===== config.mk =====
export PLATFORM = sky130hd
export DESIGN_NAME = serial_ctrl_bank
export DESIGN_NICKNAME = d
export VERILOG_FILES = /design/src/rtl/scrb_pkg.sv /design/src/rtl/scrb_frame_rx.sv /design/src/rtl/scrb_regs.sv /design/src/rtl/scrb_readback.sv /design/src/rtl/scrb_gain_dec.sv /design/src/rtl/serial_ctrl_bank.sv
export SDC_FILE = /design/constraint.sdc
export NUM_CORES = 1
export LEC_CHECK = 0
export BUFFER_PORTS_ARGS = -buffer_cell sky130_fd_sc_hd__clkbuf_2
export CORE_MARGIN = 2
export CORE_UTILIZATION = 57
export CTS_BUF_LIST = sky130_fd_sc_hd__clkbuf_8
export DETAILED_ROUTE_END_ITERATION = 10
export GPL_TIMING_DRIVEN = 0
export PLACE_DENSITY = 0.76
export SLEW_MARGIN = 10
export SYNTH_ARGS = -nofsm -noshare
export SYNTH_HDL_FRONTEND = slang
export SYNTH_SLANG_ARGS = --single-unit

===== constraint.sdc =====
create_clock -name sclk -period 2.9 [get_ports sclk]
set_input_delay 0.435 -clock sclk [delete_from_list [all_inputs] [get_ports sclk]]
set_output_delay 0.435 -clock sclk [all_outputs]
set_load 0.05 [all_outputs]

===== src/rtl/scrb_pkg.sv =====
// Package: shared constants and the control-word layout for the serial
// configuration register bank. Assumes a 3-bit select and 12-bit payload.
package scrb_pkg;

    localparam int SEL_W  = 3;
    localparam int DATA_W = 12;

    localparam logic [SEL_W-1:0] SEL_CTRL = 3'b000;
    localparam logic [SEL_W-1:0] SEL_TXF  = 3'b001;
    localparam logic [SEL_W-1:0] SEL_RXF  = 3'b010;

    // Control word, MSB first; field order sets the bit positions.
    typedef struct packed {
        logic       tx_on;
        logic       rx_on;
        logic       loopback;
        logic       buf_byp;
        logic       rxf_byp;
        logic       tx_att;
        logic       dac_drv;
        logic       txf_byp;
        logic       drv_byp;
        logic [2:0] gain;
    } ctrl_t;

endpackage


===== src/rtl/scrb_frame_rx.sv =====
// Frame receiver: counts bits on falling sclk edges while frm_n is low,
// captures direction and select, and raises combinational read-load and
// write-commit strobes on the edge that completes the header or frame.
// Assumes the host holds frm_n high for at least one edge between frames.
module scrb_frame_rx #(
    parameter int SEL_W  = 3,
    parameter int DATA_W = 12
) (
    input  logic              sclk,
    input  logic              rst_n,
    input  logic              frm_n,
    input  logic              sdin,
    output logic [$clog2(1+SEL_W+DATA_W+1)-1:0] bit_cnt,
    output logic              rw_q,
    output logic              rd_req,
    output logic [SEL_W-1:0]  rd_sel,
    output logic              shift_en,
    output logic              wr_stb,
    output logic [SEL_W-1:0]  wr_sel,
    output logic [DATA_W-1:0] wr_data
);
    localparam int FRAME_W = 1 + SEL_W + DATA_W;
    localparam int HDR_W   = 1 + SEL_W;
    localparam int CNT_W   = $clog2(FRAME_W + 1);
    localparam logic [CNT_W-1:0] CNT_FULL = CNT_W'(FRAME_W);
    localparam logic [CNT_W-1:0] CNT_LAST = CNT_W'(FRAME_W - 1);
    localparam logic [CNT_W-1:0] CNT_HDR  = CNT_W'(HDR_W - 1);
    localparam logic [CNT_W-1:0] CNT_PAY  = CNT_W'(HDR_W);

    logic [DATA_W-2:0] shreg;
    logic [SEL_W-1:0]  sel_q;
    logic              active;

    assign active = !frm_n && (bit_cnt < CNT_FULL);

    // Bit counter, input shifter and header capture.
    always_ff @(negedge sclk) begin
        if (!rst_n) begin
            bit_cnt <= '0;
            shreg   <= '0;
            rw_q    <= 1'b0;
            sel_q   <= '0;
        end else if (frm_n) begin
            bit_cnt <= '0;
        end else if (active) begin
            bit_cnt <= bit_cnt + 1'b1;
            shreg   <= {shreg[DATA_W-3:0], sdin};
            if (bit_cnt == '0)
                rw_q <= sdin;
            if (bit_cnt == CNT_HDR)
                sel_q <= {shreg[SEL_W-2:0], sdin};
        end
    end

    // Strobes that act on the edge which samples the deciding bit.
    always_comb begin
        rd_req   = active && (bit_cnt == CNT_HDR) && rw_q;
        rd_sel   = {shreg[SEL_W-2:0], sdin};
        shift_en = active && rw_q && (bit_cnt >= CNT_PAY) && (bit_cnt < CNT_LAST);
        wr_stb   = active && (bit_cnt == CNT_LAST) && !rw_q;
        wr_sel   = sel_q;
        wr_data  = {shreg, sdin};
    end

endmodule


===== src/rtl/scrb_regs.sv =====
// Register bank: holds the control word and the two filter-corner codes,
// applies the broadcast flag on filter writes and muxes read data.
// Assumes at most one write strobe per falling edge.
module scrb_regs
    import scrb_pkg::*;
#(
    parameter int SEL_W  = 3,
    parameter int DATA_W = 12
) (
    input  logic              sclk,
    input  logic              rst_n,
    input  logic              wr_stb,
    input  logic [SEL_W-1:0]  wr_sel,
    input  logic [DATA_W-1:0] wr_data,
    input  logic [SEL_W-1:0]  rd_sel,
    output logic [DATA_W-1:0] ctrl_q,
    output logic [DATA_W-2:0] tx_code,
    output logic [DATA_W-2:0] rx_code,
    output logic [DATA_W-1:0] rd_data
);
    localparam int CODE_W = DATA_W - 1;

    logic [CODE_W-1:0] filt_q [2];
    logic              wr_filt;

    assign wr_filt = (wr_sel == SEL_TXF) || (wr_sel == SEL_RXF);

    // Control word register.
    always_ff @(negedge sclk) begin
        if (!rst_n)
            ctrl_q <= '0;
        else if (wr_stb && wr_sel == SEL_CTRL)
            ctrl_q <= wr_data;
    end

    // One register per filter; broadcast writes hit both.
    for (genvar g = 0; g < 2; g++) begin : g_filt
        localparam logic [SEL_W-1:0] OWN_SEL = (g == 0) ? SEL_TXF : SEL_RXF;
        always_ff @(negedge sclk) begin
            if (!rst_n)
                filt_q[g] <= '0;
            else if (wr_stb && (wr_sel == OWN_SEL || (wr_filt && wr_data[DATA_W-1])))
                filt_q[g] <= wr_data[CODE_W-1:0];
        end
    end

    assign tx_code = filt_q[0];
    assign rx_code = filt_q[1];

    // Read mux; reserved selects return zero.
    always_comb begin
        case (rd_sel)
            SEL_CTRL: rd_data = ctrl_q;
            SEL_TXF:  rd_data = {1'b0, filt_q[0]};
            SEL_RXF:  rd_data = {1'b0, filt_q[1]};
            default:  rd_data = '0;
        endcase
    end

endmodule


===== src/rtl/scrb_readback.sv =====
// Readback shifter: loads the addressed register when a read header
// completes, then presents one payload bit per falling edge on sdout.
// Holds sdout low at every other time.
module scrb_readback #(
    parameter int DATA_W = 12
) (
    input  logic              sclk,
    input  logic              rst_n,
    input  logic              load,
    input  logic [DATA_W-1:0] load_data,
    input  logic              shift_en,
    output logic              sdout
);
    logic [DATA_W-2:0] sh;

    // Output bit and remaining-bits shifter.
    always_ff @(negedge sclk) begin
        if (!rst_n) begin
            sdout <= 1'b0;
            sh    <= '0;
        end else if (load) begin
            sdout <= load_data[DATA_W-1];
            sh    <= load_data[DATA_W-2:0];
        end else if (shift_en) begin
            sdout <= sh[DATA_W-2];
            sh    <= {sh[DATA_W-3:0], 1'b0};
        end else begin
            sdout <= 1'b0;
        end
    end

endmodule


===== src/rtl/scrb_gain_dec.sv =====
// Gain decoder: maps the receive gain code to a signed dB value in
// fixed steps, saturating at the top code.
module scrb_gain_dec #(
    parameter int CODE_W   = 3,
    parameter int DB_W     = 5,
    parameter int BASE_DB  = -6,
    parameter int STEP_DB  = 3,
    parameter int TOP_CODE = 5
) (
    input  logic [CODE_W-1:0]     code,
    output logic signed [DB_W-1:0] gain_db
);
    int v;

    // Linear map below the top code, flat above it.
    always_comb begin
        if (int'(code) >= TOP_CODE)
            v = BASE_DB + STEP_DB * TOP_CODE;
        else
            v = BASE_DB + STEP_DB * int'(code);
        gain_db = DB_W'(v);
    end

endmodule


===== src/rtl/serial_ctrl_bank.sv =====
// Top: serial configuration register bank. Receives 16-bit frames on the
// falling edge of sclk, writes or reads one of three registers and
// decodes the control word into individual outputs.
// Assumes sclk is free-running while rst_n is applied.
module serial_ctrl_bank
    import scrb_pkg::*;
(
    input  logic              sclk,
    input  logic              rst_n,
    input  logic              frm_n,
    input  logic              sdin,
    output logic              sdout,
    output logic              tx_on,
    output logic              rx_on,
    output logic              loopback,
    output logic              adc_buf_bypass,
    output logic              rx_filt_bypass,
    output logic              tx_atten_6db,
    output logic              dac_to_driver,
    output logic              tx_filt_bypass,
    output logic              driver_bypass,
    output logic [2:0]        rx_gain_code,
    output logic signed [4:0] rx_gain_db,
    output logic [10:0]       tx_corner,
    output logic [10:0]       rx_corner
);
    localparam int FRAME_W = 1 + SEL_W + DATA_W;
    localparam int CNT_W   = $clog2(FRAME_W + 1);

    logic [CNT_W-1:0]  bit_cnt;
    logic              rw_q;
    logic              rd_req;
    logic [SEL_W-1:0]  rd_sel;
    logic              shift_en;
    logic              wr_stb;
    logic [SEL_W-1:0]  wr_sel;
    logic [DATA_W-1:0] wr_data;
    logic [DATA_W-1:0] ctrl_word;
    logic [DATA_W-1:0] rd_data;
    ctrl_t             ctrl;

    scrb_frame_rx #(.SEL_W(SEL_W), .DATA_W(DATA_W)) u_rx (
        .sclk(sclk), .rst_n(rst_n), .frm_n(frm_n), .sdin(sdin),
        .bit_cnt(bit_cnt), .rw_q(rw_q), .rd_req(rd_req), .rd_sel(rd_sel),
        .shift_en(shift_en), .wr_stb(wr_stb), .wr_sel(wr_sel), .wr_data(wr_data)
    );

    scrb_regs #(.SEL_W(SEL_W), .DATA_W(DATA_W)) u_regs (
        .sclk(sclk), .rst_n(rst_n), .wr_stb(wr_stb), .wr_sel(wr_sel),
        .wr_data(wr_data), .rd_sel(rd_sel), .ctrl_q(ctrl_word),
        .tx_code(tx_corner), .rx_code(rx_corner), .rd_data(rd_data)
    );

    scrb_readback #(.DATA_W(DATA_W)) u_rb (
        .sclk(sclk), .rst_n(rst_n), .load(rd_req), .load_data(rd_data),
        .shift_en(shift_en), .sdout(sdout)
    );

    scrb_gain_dec #(.CODE_W(3), .DB_W(5)) u_gain (
        .code(ctrl.gain), .gain_db(rx_gain_db)
    );

    // Field split of the control word.
    always_comb begin
        ctrl           = ctrl_t'(ctrl_word);
        tx_on          = ctrl.tx_on;
        rx_on          = ctrl.rx_on;
        loopback       = ctrl.loopback;
        adc_buf_bypass = ctrl.buf_byp;
        rx_filt_bypass = ctrl.rxf_byp;
        tx_atten_6db   = ctrl.tx_att;
        dac_to_driver  = ctrl.dac_drv;
        tx_filt_bypass = ctrl.txf_byp;
        driver_bypass  = ctrl.drv_byp;
        rx_gain_code   = ctrl.gain;
    end

endmodule


==> reports/metrics.yaml, run 1 <==
wl_met2_um: 5916
synthXorXnorAreaFrac_pct: 0.5562
port_buffers: 42
dp.final_hpwl_um: 5090
run_status: "finished, violations left"
ctsHoldBuffers: 0
synthDistinctLibCells: 41
synth_compound_gate_area_share_pct: 15.14
synth_area_per_cell_um2: 10.39
postSynthRegisterBits: 66
dominantRegCellSynth: "sky130_fd_sc_hd__dfxtp_1"
syn-cell-area_um2: 3149
hold_viol: 0
synth-warning-count: 0
m1WireLength_um: 3972
number_of_flops_mapped_to_enable_cells_by_yosys: 22
cts_inserted_buffers: 9
chipWidth_um: 78.33
worstPathMaxFanout: 4
leakagePower_nw: 2.191
finalMaxSlewViolations: 0
route.detailed.wl_per_inst_um: 22.50
report.final.setup_viol: 39
criticalPathCategory: "reg -> out"
antenna_cells_inserted: 0
hold_path_startpoint: "u_rx.wr_sel[2]"
dr_wl_met3_um: 1156
hold_depth: 2
fin_ws_ns: -0.9135
launching_point_of_the_worst_reg2reg_path: "u_rx.bit_cnt[0]"
power-per-cell-area_nw_per_um2: 534.0
post_layout_instance_area_um2: 4756
synth.net_count: 316
global_route.overflow_total: 0
routed-via-count: 3224
grtUsageTotal_pct: 32.05
post-route-util_pct: 87.99
cts_root_buf: "sky130_fd_sc_hd__clkbuf_8"
synth-simple-area-share_pct: 19.90
synth_commonest_cells: "44 x sky130_fd_sc_hd__dfxtp_1, 30 x sky130_fd_sc_hd__nand2_1, 24 x sky130_fd_sc_hd__and2_1, 24 x sky130_fd_sc_hd__mux2i_1, 22 x sky130_fd_sc_hd__edfxtp_1"
ys_top_cells_by_area: "sky130_fd_sc_hd__dfxtp_1 28%, sky130_fd_sc_hd__edfxtp_1 21%, sky130_fd_sc_hd__mux2i_1 7.6%"
yosysSeqAreaShare_pct: 48.95
worst_ep_required_time_ns: 2.47
clk_pin_slew_worst_paths_ns: 0.06
yosysMostFrequentCell: "sky130_fd_sc_hd__dfxtp_1"
tightestPinTransition_ns: 0.6796
worst-endpoint-arrival_ns: 3.38
ios: 44
worst_ir_drop_vdd_uv: 468.2
grt_start_max_net_pins: 13
vias_in_the_first_global_route: 3061
top_routing_layer_in_use: "met4"
synth.area.mux_share_pct: 7.628
synth_top_area_share_pct: 27.97
cts-root-to-sink-buffers: 2
core_region_area_um2: 5405
finalClockSkew_ns: 0.05575
synthToLayoutAreaGrowth_pct: 51.01
floorplan.die_area_um2: 6136
synthesis.instances: 303
drt_first_pass_iters: 5
violations: "setup timing"
post_route_cells_drive_above_1_share_pct: 30.13
wirelength_um: 11700
worst_r2r_path_depth: 8
drt.antenna.violating_nets: 0
global_route_wire_length_before_repair_um: 14630
synth_top_family_by_area: "simple AND/OR/NAND/NOR gates"
htree_num_levels: 3
unrepaired_setup_endpoints_after_global_routing: "true"
post_synth_fa_ha_maj_area_fraction_pct: 3.576
tritoncts: "built"
dp_cells: 417
drtIter0Drc: 375
route.detailed.drc: 0
async_flop_share_pct: 0
post_drt_via_cell_ratio: 6.200
yosys.area.top_type: "sky130_fd_sc_hd__dfxtp_1"
timing.setup.tns_ns: -5.138
slew_headroom_pct: 54.69
finalNetCount: 456
reg2reg_setup_slack_ns: 0.37
fp-row-count: 27
reg2reg_to: "u_regs.filt_q[1][2]"
hold_path_class: "reg -> reg"
die_h_um: 78.33
starting_density_pct: 58.26
post_layout_nonfiller_instances: 520
placed_area_um2: 3581
end_kind: "output pin"
holdPathEnd: "u_rx.wr_sel[2]"
tritoncts_num_sinks: 66
cap_viol_max_count: 0
gp_routability_congestion: 0.7889
initial_antenna_violation_count: 0
clock_insertion_delay_worst_skew_ns: 0.44
startpoint_type: "register"
where the power goes:
part | total, mW | leakage [nW] | internal, mW | switching, mW
sequential | 0.986 | 0.586 | 0.970 | 0.0164
combinational | 0.168 | 1.14 | 0.0601 | 0.108
clock | 1.39 | 0.467 | 0.614 | 0.771
logic make-up after synthesis:
logic type / count (synthesis)
buffers and inverters: 28
adders and majority gates: 9
DFF: 66
and+or+nand+nor: 115
xor gates and xnor gates: 2
muxes: 24
AOI/OAI and AO/OA: 59
sequential cells by signal, indices dropped and copies added, names as in the netlist:
register,cells
u_regs.filt_q,22
u_regs.ctrl_q,12
u_rb.sh,11
u_rx.shreg,11
u_rx.bit_cnt,5
u_rx.wr_sel,3
u_rb.sdout,1
u_rx.rw_q,1
layout make-up:
cell class / instances / area [um2]
Multi-Input combinational cell: 209 / 1717
Sequential cell: 66 / 1555
Timing Repair Buffer: 64 / 762.0
Fill cell: 254 / 649.4
Clock inverter: 73 / 344.1
Buffer: 19 / 128.9
Clock buffer: 9 / 123.9
Tap cell: 72 / 90.09
Inverter: 8 / 35.03
worst max-delay path, stage by stage, from the launching register on:
cell and delay [ns]:
sky130_fd_sc_hd__dfxtp_4 0.36, sky130_fd_sc_hd__inv_1 0.10, sky130_fd_sc_hd__ha_2 0.21, sky130_fd_sc_hd__inv_2 0.05
sky130_fd_sc_hd__ha_4 0.16, sky130_fd_sc_hd__ha_4 0.17, sky130_fd_sc_hd__nor3_4 0.14, sky130_fd_sc_hd__a21oi_2 0.07
sky130_fd_sc_hd__nor2_4 0.10, sky130_fd_sc_hd__buf_8 0.15
worst max-delay path by stage:
stage,start,cells after the start,end
2_1_floorplan,u_regs.ctrl_q[1],8,rx_gain_db[4]
3_3_place_gp,u_regs.ctrl_q[1],5,rx_gain_db[2]
3_5_place_dp,u_regs.ctrl_q[1],9,rx_gain_db[4]
4_1_cts,u_regs.ctrl_q[1],9,rx_gain_db[4]
5_1_grt,u_regs.ctrl_q[0],9,rx_gain_db[4]
6_report,u_regs.ctrl_q[0],9,rx_gain_db[4]
per-stage QoR:
stage                     power, mW  hold WS [ns]  setup slack, ns
after global placement        1.264        0.4605          -0.6324
after floorplan               1.229        0.4434          -0.6176
after global routing          2.629        0.5126          -0.9642
after CTS                     2.413        0.4797          -0.8377
after detailed placement      1.266        0.4716          -0.6566
final                         2.540        0.4886          -0.9135
cells in the final DEF (no fill, tap or decap), types with 5 or more instances in the layout:
| cell | synthesis | layout |
|---|---|---|
| sky130_fd_sc_hd__inv_1 | 9 | 71 |
| sky130_fd_sc_hd__dfxtp_1 | 44 | 39 |
| sky130_fd_sc_hd__nand2_1 | 30 | 28 |
| sky130_fd_sc_hd__buf_4 | 1 | 25 |
| sky130_fd_sc_hd__mux2i_1 | 24 | 24 |
| sky130_fd_sc_hd__and2_1 | 24 | 23 |
| sky130_fd_sc_hd__edfxtp_1 | 22 | 22 |
| sky130_fd_sc_hd__nor2_1 | 20 | 17 |
| sky130_fd_sc_hd__nor2b_1 | 16 | 16 |
| sky130_fd_sc_hd__a21boi_0 | 15 | 15 |
| sky130_fd_sc_hd__clkbuf_8 | 0 | 13 |
| sky130_fd_sc_hd__buf_8 | 0 | 13 |
| sky130_fd_sc_hd__buf_6 | 3 | 12 |
| sky130_fd_sc_hd__o21ai_0 | 14 | 12 |
| sky130_fd_sc_hd__clkbuf_1 | 13 | 10 |
| sky130_fd_sc_hd__o2bb2ai_1 | 10 | 10 |
| sky130_fd_sc_hd__clkbuf_4 | 0 | 7 |
| sky130_fd_sc_hd__a221oi_4 | 0 | 6 |
| sky130_fd_sc_hd__nand3_1 | 6 | 5 |
| sky130_fd_sc_hd__a221oi_2 | 9 | 5 |
| sky130_fd_sc_hd__inv_4 | 0 | 5 |
| sky130_fd_sc_hd__clkbuf_16 | 0 | 5 |
layer usage:
layer  GRT usage (%)  up-vias
li1                -     1353
met1           36.64     1522
met2           52.24      278
met3           10.11       71
met4           19.82        0
met5               0        -
repair_timing:
action,4_1_cts,5_1_grt
gates resized for setup,84,56
pin swaps,11,9
cloned,1,0
setup buffers,13,9
hold endpoints to repair,0,0
setup endpoints to repair,71,86
(Power assumes the default switching activity.)
==> run 2, diff against run 1 <==
--- a/config.mk
+++ b/config.mk
@@ -5,6 +5,7 @@
 export SDC_FILE = /design/constraint.sdc
 export NUM_CORES = 1
 export LEC_CHECK = 0
+export ABC_AREA = 1
 export BUFFER_PORTS_ARGS = -buffer_cell sky130_fd_sc_hd__clkbuf_2
 export CORE_MARGIN = 2
 export CORE_UTILIZATION = 57
@@ -12,6 +13,7 @@
 export DETAILED_ROUTE_END_ITERATION = 10
 export GPL_TIMING_DRIVEN = 0
 export PLACE_DENSITY = 0.76
+export SKIP_CTS_REPAIR_TIMING = 1
 export SLEW_MARGIN = 10
 export SYNTH_ARGS = -nofsm -noshare
 export SYNTH_HDL_FRONTEND = slang
==> run 2 against run 1 <==
Against the previous run:
- the run still ends with setup timing left
- area after synthesis rose by 1.5%
- sequential share of layout area grew 3.5 points
- setup slack better by 0.11 ns
==> reports/metrics.yaml, run 2 <==
hold_viol: 0  # unchanged
route.detailed.drc: 0  # unchanged
post_drt_via_cell_ratio: 5.430  # was 6.200
gp_routability_congestion: 0.8242  # was 0.7889
route.detailed.wl_per_inst_um: 15.14  # was 22.50 um
synth_area_per_cell_um2: 8.015  # was 10.39 um2
worst_ep_required_time_ns: 2.47  # about the same
total_power_mw: 2.462  # was 2.540 mW
report.final.setup_viol: 7  # was 39
dp.final_hpwl_um: 5614  # was 5090 um
finalMaxSlewViolations: 0  # unchanged
ys_top_cells_by_area: "sky130_fd_sc_hd__dfxtp_1 28%, sky130_fd_sc_hd__edfxtp_1 21%, sky130_fd_sc_hd__nand3_1 6.7%"  # was sky130_fd_sc_hd__dfxtp_1 28%, sky130_fd_sc_hd__edfxtp_1 21%, sky130_fd_sc_hd__mux2i_1 7.6%
syn-cell-area_um2: 3198  # was 3149 um2
global_route_wire_length_before_repair_um: 13700  # was 14,630 um
chipWidth_um: 78.91  # was 78.33 um
violations: "setup timing"  # unchanged
synth-warning-count: 0  # unchanged
most_flop_heavy_register: "u_regs.filt_q"  # unchanged
cts_inserted_buffers: 9  # unchanged
critical-path-top-cell-by-count: "sky130_fd_sc_hd__ha_4"  # unchanged
layout.cells.most_common_list: "100 x sky130_fd_sc_hd__inv_1, 54 x sky130_fd_sc_hd__nand2_1, 54 x sky130_fd_sc_hd__nor2_1"  # was 71 x sky130_fd_sc_hd__inv_1, 39 x sky130_fd_sc_hd__dfxtp_1, 28 x sky130_fd_sc_hd__nand2_1
power_frac_comb_pct: 7.3  # was 6.6%
antenna_cells_inserted: 0  # unchanged
slew_headroom_pct: 62.44  # was 54.69%
starting_density_pct: 58.44  # was 58.26%
clk_pin_slew_worst_paths_ns: 0.03  # was 0.06 ns
share_seq_of_total_power_pct: 40.5  # was 38.8%
finalNetCount: 534  # was 456
power-per-cell-area_nw_per_um2: 574.2  # was 534.0 nW/um2
synth.net_count: 412  # was 316
leakagePower_nw: 2.082  # was 2.191 nW
clock_insertion_delay_worst_skew_ns: 0.41  # was 0.44 ns
synthToLayoutAreaGrowth_pct: 34.08  # was 51.01%
synthDistinctLibCells: 27  # was 41
worstPathMaxFanout: 8  # was 4
end_kind: "output pin"  # unchanged
post_layout_instance_area_um2: 4288  # was 4756 um2
initial_antenna_violation_count: 0  # unchanged
ios: 44  # unchanged
criticalPathCategory: "reg -> out"  # unchanged
postSynthRegisterBits: 66  # unchanged
placed_area_um2: 3598  # was 3581 um2
synth_top_area_share_pct: 27.54  # was 27.97%
flip_flop_count_of_the_largest_register_all_copies_and_words_added: 22  # unchanged
vias_in_the_first_global_route: 3088  # was 3,061
wirelength_um: 9022  # was 11,700 um
setup_slack_at_placement_ns: -0.6387  # was -0.6566 ns
unrepaired_setup_endpoints_after_global_routing: "true"  # unchanged
hold_path_startpoint: "u_rx.wr_sel[2]"  # unchanged
grtUsageTotal_pct: 28.54  # was 32.05%
tightestPinTransition_ns: 0.5634  # was 0.6796 ns
worst_path_max_delay_cell: "sky130_fd_sc_hd__dfxtp_4"  # unchanged
async_flop_share_pct: 0  # unchanged
drtIter0Drc: 277  # was 375
yosysSeqAreaShare_pct: 48.20  # was 48.95%
post-route-util_pct: 78.35  # was 87.99%
drt.antenna.violating_nets: 0  # unchanged
crit_chain: "ha_4 -> inv_2 -> ha_4 -> ha_4 -> nor3_4 -> a21oi_2 -> nor2_4 -> buf_8"  # was inv_1 -> ha_2 -> inv_2 -> ha_4 -> ha_4 -> nor3_4 -> a21oi_2 -> nor2_4 -> buf_8
startpoint_type: "register"  # unchanged
worst_ir_drop_vdd_uv: 433.3  # was 468.2 uV
die_h_um: 78.91  # was 78.33 um
cts_root_buf: "sky130_fd_sc_hd__clkbuf_8"  # unchanged
netSwitchingFraction_pct: 30.58  # was 35.25%
worstPathBufferInverterCount: 2  # was 3
routed-via-count: 3236  # was 3,224
number_of_flops_mapped_to_enable_cells_by_yosys: 22  # unchanged
fin_ws_ns: -0.8077  # was -0.9135 ns
hold_ws_ns: 0.4634  # was 0.4886 ns
grt_start_max_net_pins: 12  # was 13
run_status: "finished, violations left"  # unchanged
switching_power_uw: 752.9  # was 895.3 uW
power.internal_mw: 1.709  # was 1.644 mW
tritoncts_num_sinks: 66  # unchanged
hold_path_class: "reg -> reg"  # unchanged
yosys.area.top_type: "sky130_fd_sc_hd__dfxtp_1"  # unchanged
cts-root-to-sink-buffers: 2  # unchanged
global_route.overflow_total: 0  # unchanged
max_stage_delay_ns: 0.39  # was 0.36 ns
critical_path_launch_point: "u_regs.ctrl_q[2]"  # was u_regs.ctrl_q[0]
drt_first_pass_iters: 6  # was 5
port_buffers: 42  # unchanged
cap_viol_max_count: 0  # unchanged
clock_power_share_pct: 52.1  # was 54.5%
core_region_area_um2: 5473  # was 5405 um2
dominantRegCellSynth: "sky130_fd_sc_hd__dfxtp_1"  # unchanged
post_route_cells_drive_above_1_share_pct: 21.95  # was 30.13%
floorplan.die_area_um2: 6226  # was 6136 um2
tritoncts: "built"  # unchanged
critical-path-top-delay-family: "adder cells"  # unchanged
largest_registers: "u_regs.filt_q (22), u_regs.ctrl_q (12)"  # unchanged
finalClockSkew_ns: 0.02010  # was 0.05575 ns
synth_commonest_cells: "57 x sky130_fd_sc_hd__nand2_1, 57 x sky130_fd_sc_hd__nor2_1, 44 x sky130_fd_sc_hd__dfxtp_1"  # was 44 x sky130_fd_sc_hd__dfxtp_1, 30 x sky130_fd_sc_hd__nand2_1, 24 x sky130_fd_sc_hd__and2_1, 24 x sky130_fd_sc_hd__mux2i_1, 22 x sky130_fd_sc_hd__edfxtp_1
launching_point_of_the_worst_reg2reg_path: "u_rx.bit_cnt[0]"  # unchanged
htree_num_levels: 3  # unchanged
fp-row-count: 27  # unchanged
synthesis.instances: 399  # was 303
worst-endpoint-arrival_ns: 3.27  # was 3.38 ns
layout_commonest_cell: "sky130_fd_sc_hd__inv_1"  # unchanged
[run 2: cell count changes after synthesis, moves of 15 or more]
cell	change
sky130_fd_sc_hd__nor2b_1	-16
sky130_fd_sc_hd__nand2_1	+27
sky130_fd_sc_hd__a21oi_1	+31
sky130_fd_sc_hd__mux2i_1	-24
sky130_fd_sc_hd__nand3_1	+37
sky130_fd_sc_hd__inv_1	+30
sky130_fd_sc_hd__a21boi_0	-15
sky130_fd_sc_hd__and2_1	-24
sky130_fd_sc_hd__nor2_1	+37
[run 2: kinds of logic after synthesis]
group,Yosys count,synth area share (%)
DFF,66,48.20
buffers and inverters,65,9.389
AOI/OAI and AO/OA,66,10.41
adders and majority gates,9,3.521
and+or+nand+nor,193,28.48
[run 2: final timing paths]
path,endpoint,slack [ns],depth (start not counted)
setup / recovery,rx_gain_db[4],-0.81,8
hold / removal,u_rx.wr_sel[2],0.46,2
setup reg to reg,u_regs.filt_q[0][8],0.82,8
hold reg to reg,u_rx.wr_sel[2],0.46,2
[run 2: cell type report]
type	instances	area (um2)
Sequential cell	66	1553
Multi-Input combinational cell	268	1473
Fill cell	374	1185
Timing Repair Buffer	47	402.9
Clock inverter	71	347.8
Inverter	42	162.7
Buffer	21	135.1
Clock buffer	9	123.9
Tap cell	72	90.09
[run 2: worst register-to-register path, cell delays in order (launching register included)]
cell and delay [ns]:
sky130_fd_sc_hd__dfxtp_1 0.40, sky130_fd_sc_hd__ha_1 0.20, sky130_fd_sc_hd__inv_1 0.09, sky130_fd_sc_hd__nor3_1 0.15, sky130_fd_sc_hd__ha_1 0.17, sky130_fd_sc_hd__nand2_1 0.11
sky130_fd_sc_hd__nor2_2 0.23, sky130_fd_sc_hd__nand2_1 0.10, sky130_fd_sc_hd__nand2_2 0.28
[run 2: per-layer routing]
metal  vias up  track usage (%)  part of all wire, %
li1       1570                -                    -
met2       163            46.24                   49
met4         0            13.45                  2.5
met5         -                0                    0
met1      1476            33.43                   39
met3        27            11.02                  9.2
[run 2: per-stage QoR]
| stage | TNS, ns | cells |
|---|---|---|
| 2_1_floorplan | -2.155 | 399 |
| 3_3_place_gp | -19.22 | 513 |
| 3_5_place_dp | -20.57 | 513 |
| 4_1_cts | -9.904 | 592 |
| 5_1_grt | -3.896 | 596 |
| 6_report | -3.549 | 596 |
[run 2: power groups by stage]
| stage | combinational (mW) | sequential, mW | clock [mW] |
|---|---|---|---|
| after floorplan | 0.0835 | 1.04 | 0.139 |
| after global placement | 0.164 | 1.01 | 0.139 |
| after detailed placement | 0.166 | 1.01 | 0.139 |
| after CTS | 0.168 | 0.996 | 1.30 |
| after global routing | 0.193 | 0.998 | 1.40 |
| final | 0.180 | 0.998 | 1.28 |
